$ cat config.mk
export PLATFORM = sky130hd
export DESIGN_NAME = freerun_pm_timer
export DESIGN_NICKNAME = d
export VERILOG_FILES = /design/src/rtl/pm_timer_pkg.sv /design/src/rtl/pmt_counter.sv /design/src/rtl/pmt_status.sv /design/src/rtl/freerun_pm_timer.sv
export SDC_FILE = /design/constraint.sdc
export NUM_CORES = 1
export LEC_CHECK = 0
export CAP_MARGIN = 10
export CORE_AREA = 2 2 48 50
export CTS_BUF_LIST = sky130_fd_sc_hd__clkbuf_2
export DETAILED_ROUTE_END_ITERATION = 10
export DIE_AREA = 0 0 50 52
export DONT_BUFFER_PORTS = 1
export PLACE_DENSITY = 0.75
export SLEW_MARGIN = 20
export SYNTH_ARGS = -nofsm -noshare
export SYNTH_HDL_FRONTEND = slang
export SYNTH_SLANG_ARGS = --single-unit
$ cat constraint.sdc
create_clock -name clk -period 3.1 [get_ports clk]
set_input_delay 0.465 -clock clk [delete_from_list [all_inputs] [get_ports clk]]
set_output_delay 0.465 -clock clk [all_outputs]
set_load 0.1 [all_outputs]
$ cat src/rtl/pm_timer_pkg.sv
// Package: shared constants for the free-running power-management timer.
// Assumes nothing beyond a width of at least two bits.
package pm_timer_pkg;
    localparam int unsigned PMT_DEF_WIDTH = 24;
    localparam int unsigned PMT_MIN_WIDTH = 2;
endpackage

$ cat src/rtl/pmt_counter.sv
// Module: pmt_counter
// Free-running up-counter that wraps with no reload. Also reports, on the
// same cycle as the advancing edge, that this edge will change the top bit.
// Assumes CNT_W >= 2 and a synchronous active-low reset.
module pmt_counter #(
    parameter int unsigned CNT_W = pm_timer_pkg::PMT_DEF_WIDTH
) (
    input  logic             clk,
    input  logic             rst_n,
    input  logic             tick_en,
    input  logic             run_en,
    output logic [CNT_W-1:0] cnt,
    output logic             top_flip
);
    localparam int unsigned     LOW_W   = CNT_W - 1;
    localparam logic [CNT_W-1:0] CNT_MAX = '1;

    logic             adv;
    logic [CNT_W-1:0] cnt_q;

    // Advance only when a tick arrives while counting is allowed.
    assign adv = tick_en & run_en;

    // Count register: clear on reset, step by one on advance, wrap naturally.
    always_ff @(posedge clk) begin
        if (!rst_n)
            cnt_q <= '0;
        else if (adv)
            cnt_q <= cnt_q + 1'b1;
    end

    // The top bit changes when every lower bit is one and an advance occurs.
    assign top_flip = adv & (&cnt_q[LOW_W-1:0]);
    assign cnt      = cnt_q;

    a_r2_step: assert property (@(posedge clk) disable iff (!rst_n)
        (tick_en && run_en) |=> (cnt_q == CNT_W'($past(cnt_q) + 1'b1)));

    a_r3_hold: assert property (@(posedge clk) disable iff (!rst_n)
        !(tick_en && run_en) |=> $stable(cnt_q));

    a_r4_wrap: assert property (@(posedge clk) disable iff (!rst_n)
        (tick_en && run_en && cnt_q == CNT_MAX) |=> (cnt_q == '0));
endmodule

$ cat src/rtl/pmt_status.sv
// Module: pmt_status
// Sticky status bit set by a top-bit change and cleared by a strobe. A set
// on the same edge as a clear wins. Drives the gated interrupt line.
// Assumes a synchronous active-low reset.
module pmt_status (
    input  logic clk,
    input  logic rst_n,
    input  logic set_evt,
    input  logic clr_req,
    input  logic irq_en,
    output logic sts,
    output logic irq
);
    logic sts_q;

    // Status register: set has priority over clear, otherwise hold.
    always_ff @(posedge clk) begin
        if (!rst_n)
            sts_q <= 1'b0;
        else if (set_evt)
            sts_q <= 1'b1;
        else if (clr_req)
            sts_q <= 1'b0;
    end

    // Interrupt is the status gated by the enable.
    assign irq = sts_q & irq_en;
    assign sts = sts_q;

    a_r5_set_on_flip: assert property (@(posedge clk) disable iff (!rst_n)
        set_evt |=> sts_q);

    a_r6_clear: assert property (@(posedge clk) disable iff (!rst_n)
        (clr_req && !set_evt) |=> !sts_q);

    a_r7_sticky: assert property (@(posedge clk) disable iff (!rst_n)
        (sts_q && !clr_req) |=> sts_q);
endmodule

$ cat src/rtl/freerun_pm_timer.sv
// Module: freerun_pm_timer (top)
// Free-running wrap-around timer whose top-bit changes raise a sticky
// status and a gated interrupt. The tick enable comes from outside; run_en
// stays high in low-power states.
// Assumes CNT_W >= 2 and a synchronous active-low reset.
module freerun_pm_timer #(
    parameter int unsigned CNT_W = pm_timer_pkg::PMT_DEF_WIDTH
) (
    input  logic             clk,
    input  logic             rst_n,
    input  logic             tick_en,
    input  logic             run_en,
    input  logic             irq_en,
    input  logic             sts_clr,
    output logic [CNT_W-1:0] count,
    output logic             irq,
    output logic             sts
);
    logic top_flip;

    initial begin
        if (CNT_W < pm_timer_pkg::PMT_MIN_WIDTH)
            $error("freerun_pm_timer: CNT_W below minimum");
    end

    // Counter datapath.
    pmt_counter #(.CNT_W(CNT_W)) u_cnt (
        .clk      (clk),
        .rst_n    (rst_n),
        .tick_en  (tick_en),
        .run_en   (run_en),
        .cnt      (count),
        .top_flip (top_flip)
    );

    // Status and interrupt.
    pmt_status u_sts (
        .clk     (clk),
        .rst_n   (rst_n),
        .set_evt (top_flip),
        .clr_req (sts_clr),
        .irq_en  (irq_en),
        .sts     (sts),
        .irq     (irq)
    );

    a_r1_reset: assert property (@(posedge clk)
        !rst_n |=> (count == '0 && !sts));

    a_r5_top_change: assert property (@(posedge clk) disable iff (!rst_n)
        (count[CNT_W-1] != $past(count[CNT_W-1])) |-> sts);
endmodule

==> flow_metrics.env <==
export IMPL_vdd_drop_max_uv=277.2
export IMPL_final_cell_mix="dfxtp_1 (25), buf_4 (23), a21oi_1 (17), or3_1 (11)"
export IMPL_yosysTopAreaCell="dfxtp_1"
export IMPL_initial_utilization_pct=53.30
export IMPL_first_pass_iters=4
export IMPL_period_needed_ns=2.307
export IMPL_finalNonFillerCells=183
export IMPL_dp_hpwl_um=1729
export IMPL_cts_max_level=1
export IMPL_port_buffers=0
export IMPL_ctsResizeCount=0
export IMPL_grt_pass1_wl_um=3877
export IMPL_synthMuxAreaShare_pct=0
export IMPL_antenna_found_initial=0
export IMPL_grt_pass1_vias=918
export IMPL_slew_headroom_pct=29.22
export IMPL_worstMarginPinSlew_ns=1.060
export IMPL_yosysUniqueCellTypes=24
export IMPL_synth_top_family_by_area="simple AND/OR/NAND/NOR gates"
export IMPL_placed_cells=179
export IMPL_synth_xor_area_share_pct=6.243
export IMPL_die_height_um=52
export IMPL_n_fill_cell=180
export IMPL_wl_um=2423
export IMPL_synth_compound_area_share_pct=15.38
export IMPL_cts_root_buf="clkbuf_2"
export IMPL_setup_viol=0
export IMPL_end_kind="register"
export IMPL_hp_class="input port to register"
export IMPL_skew_ns=0.01223
export IMPL_syn2layout_area_growth_pct=18.73
export IMPL_core_sq_um=2106
export IMPL_grt_max_degree=26
export IMPL_status="finished clean"
export IMPL_max_freq_mhz=433.4
export IMPL_clkSinkCount=25
export IMPL_p_per_area_nw_per_um2=363.8
export IMPL_num_vias=1071
export IMPL_critical_path_startpoint_type="register"
export IMPL_cp_arrival_ns=2.63
export IMPL_dieArea_sq_um=2600
export IMPL_nNetsFinal=163
export IMPL_final_core_util_pct=63.28
export IMPL_cp_top_family="simple AND/OR/NAND/NOR gates"
export IMPL_syn_avg_cell_area_sq_um=8.439
export IMPL_drcViolationCount=0
export IMPL_grt_usage_pct=19.27
export IMPL_layout_commonest_cell="dfxtp_1"
export IMPL_layout_drive_gt1_share_pct=19.35
export IMPL_synthAdderAreaFrac_pct=1.115
export IMPL_crit_buf_inv=1
export IMPL_clkSlewWorstSetupHoldPaths_ns=0.25
export IMPL_vias_per_cell=5.852
export IMPL_die_w_um=50
export IMPL_crit_required_ns=3.42
export IMPL_cp_cell_sequence="buf_4 > and4_1 > or4b_4 > or4_1 > a21oi_1"
export IMPL_netlist_top_cells_area="dfxtp_1 (45%), a21oi_1 (7.6%), or3_1 (6.1%), nand3_1 (4.5%), o21ai_0 (4.5%)"
export IMPL_top_level_ports=32
export IMPL_yosysTopAreaCellShare_pct=44.59
export IMPL_min_period_over_period_pct=74.42
export IMPL_synth_nets=140
export IMPL_critPathMaxFanout=15
export IMPL_slowest_stage="or4b_4"
export IMPL_num_rows=17
export IMPL_synthSimpleGateAreaFrac_pct=29.88
export IMPL_rsz0062_at_grt="false"
export IMPL_ys_seq_elements=25
export IMPL_ys_warn_count=0
export IMPL_drt_iter0_drc=17
export IMPL_clk_latency_ns=0.36
export IMPL_drtAntennaViolNets=0
export IMPL_critPathMaxStageDelay_ns=0.57
export IMPL_netlist_area_sq_um=1122
export IMPL_cts_tree="done"
export IMPL_cts_hold_buf=0
export IMPL_cts_path_max_buffers=2
export IMPL_cts_setup_buffers=0
export IMPL_slew_viol_final=0
export IMPL_final_setup_tns_ns=0
export IMPL_criticalPathCategory="register to register"
export IMPL_grt_overflow_total=0
export IMPL_wire_per_inst_um=13.24
export IMPL_numCtsBuffers=3
export IMPL_synth_seq_area_share_pct=44.59
export IMPL_p_leak_nw=0.4676
export IMPL_antennaDiodeCount=0
export IMPL_routabilityCongestion=0.7019
export IMPL_drv_cap=0
export IMPL_synthCells=133
export IMPL_hold_viol=0
## cells in the mapped netlist
cell      number
a21oi_1       17
and2_1         2
and3_1         2
and4_1         3
buf_2          1
clkbuf_1       4
dfxtp_1       25
ha_1           1
inv_1          2
inv_2          1
nand2_1       10
nand2b_1       1
nand3_1       10
nand4_1        3
nor2_1         8
nor3_1         2
o21ai_0       10
o31ai_1        5
or3_1         11
or4_1          5
or4_4          1
or4b_4         1
xnor2_1        3
xor2_1         5
## logic make-up (layout without fill, tap and decap cells)
group	Yosys count	in the layout
adders and majority gates	1	1
xor gates and xnor gates	8	8
buffers and inverters	8	30
AOI/OAI and AO/OA	32	32
DFF	25	25
and+or+nand+nor	59	59
## layout make-up
class / instances / area, sq um / share of cell area [%]
clock buffer: 3 / 15.01 / 1.127
clock inverter: 1 / 7.507 / 0.5634
timing repair buffer: 23 / 172.7 / 12.96
sequential: 25 / 500.5 / 37.56
tap: 28 / 35.03 / 2.629
multi-input combinational: 100 / 590.6 / 44.32
inverter: 3 / 11.26 / 0.8451
## worst paths after layout
path,from,end,slack (ns),cells past startpoint
worst max-delay path,u_cnt.cnt[0]$_SDFFE_PN0P_,u_cnt.cnt[23]$_SDFFE_PN0P_,0.79,5
worst min-delay path,tick_en,u_cnt.cnt[1]$_SDFFE_PN0P_,0.24,2
worst max register to register,u_cnt.cnt[0]$_SDFFE_PN0P_,u_cnt.cnt[23]$_SDFFE_PN0P_,0.79,5
worst min register to register,u_cnt.cnt[1]$_SDFFE_PN0P_,u_cnt.cnt[1]$_SDFFE_PN0P_,0.52,2
## per-layer routing
layer	up-vias	track usage (%)	routed length, um
met5	-	0	0
li1	532	-	-
met2	24	33.99	1184
met3	7	5.747	141
met1	508	21.36	1050
met4	0	8.333	46
## power breakdown
group          internal [W]  leakage [nW]  switching [W]
Combinational    0.00000439         0.253      0.0000205
Sequential         0.000324         0.201     0.00000117
Clock             0.0000299        0.0126       0.000105
## stage by stage
| stage | setup WS, ns | hold slack (ns) | total power (W) | cell area, sq um |
|---|---|---|---|---|
| 2_1_floorplan | 0.4689 | 0.6250 | 0.0003514 | 1122 |
| 4_1_cts | 0.8015 | 0.2385 | 0.0004851 | 1333 |
| 6_report | 0.7929 | 0.2381 | 0.0004847 | 1333 |
| 5_1_grt | 0.6669 | 0.2158 | 0.0005011 | 1333 |
| 3_3_place_gp | 0.9026 | 0.4737 | 0.0003553 | 1310 |
| 3_5_place_dp | 0.8316 | 0.4867 | 0.0003557 | 1310 |
## flip-flops by register name, indices dropped and copies added (netlist names)
| signal | cells |
|---|---|
| u_sts.sts | 1 |
| u_cnt.cnt | 24 |
Note: power is estimated with default switching activity, not from simulation.
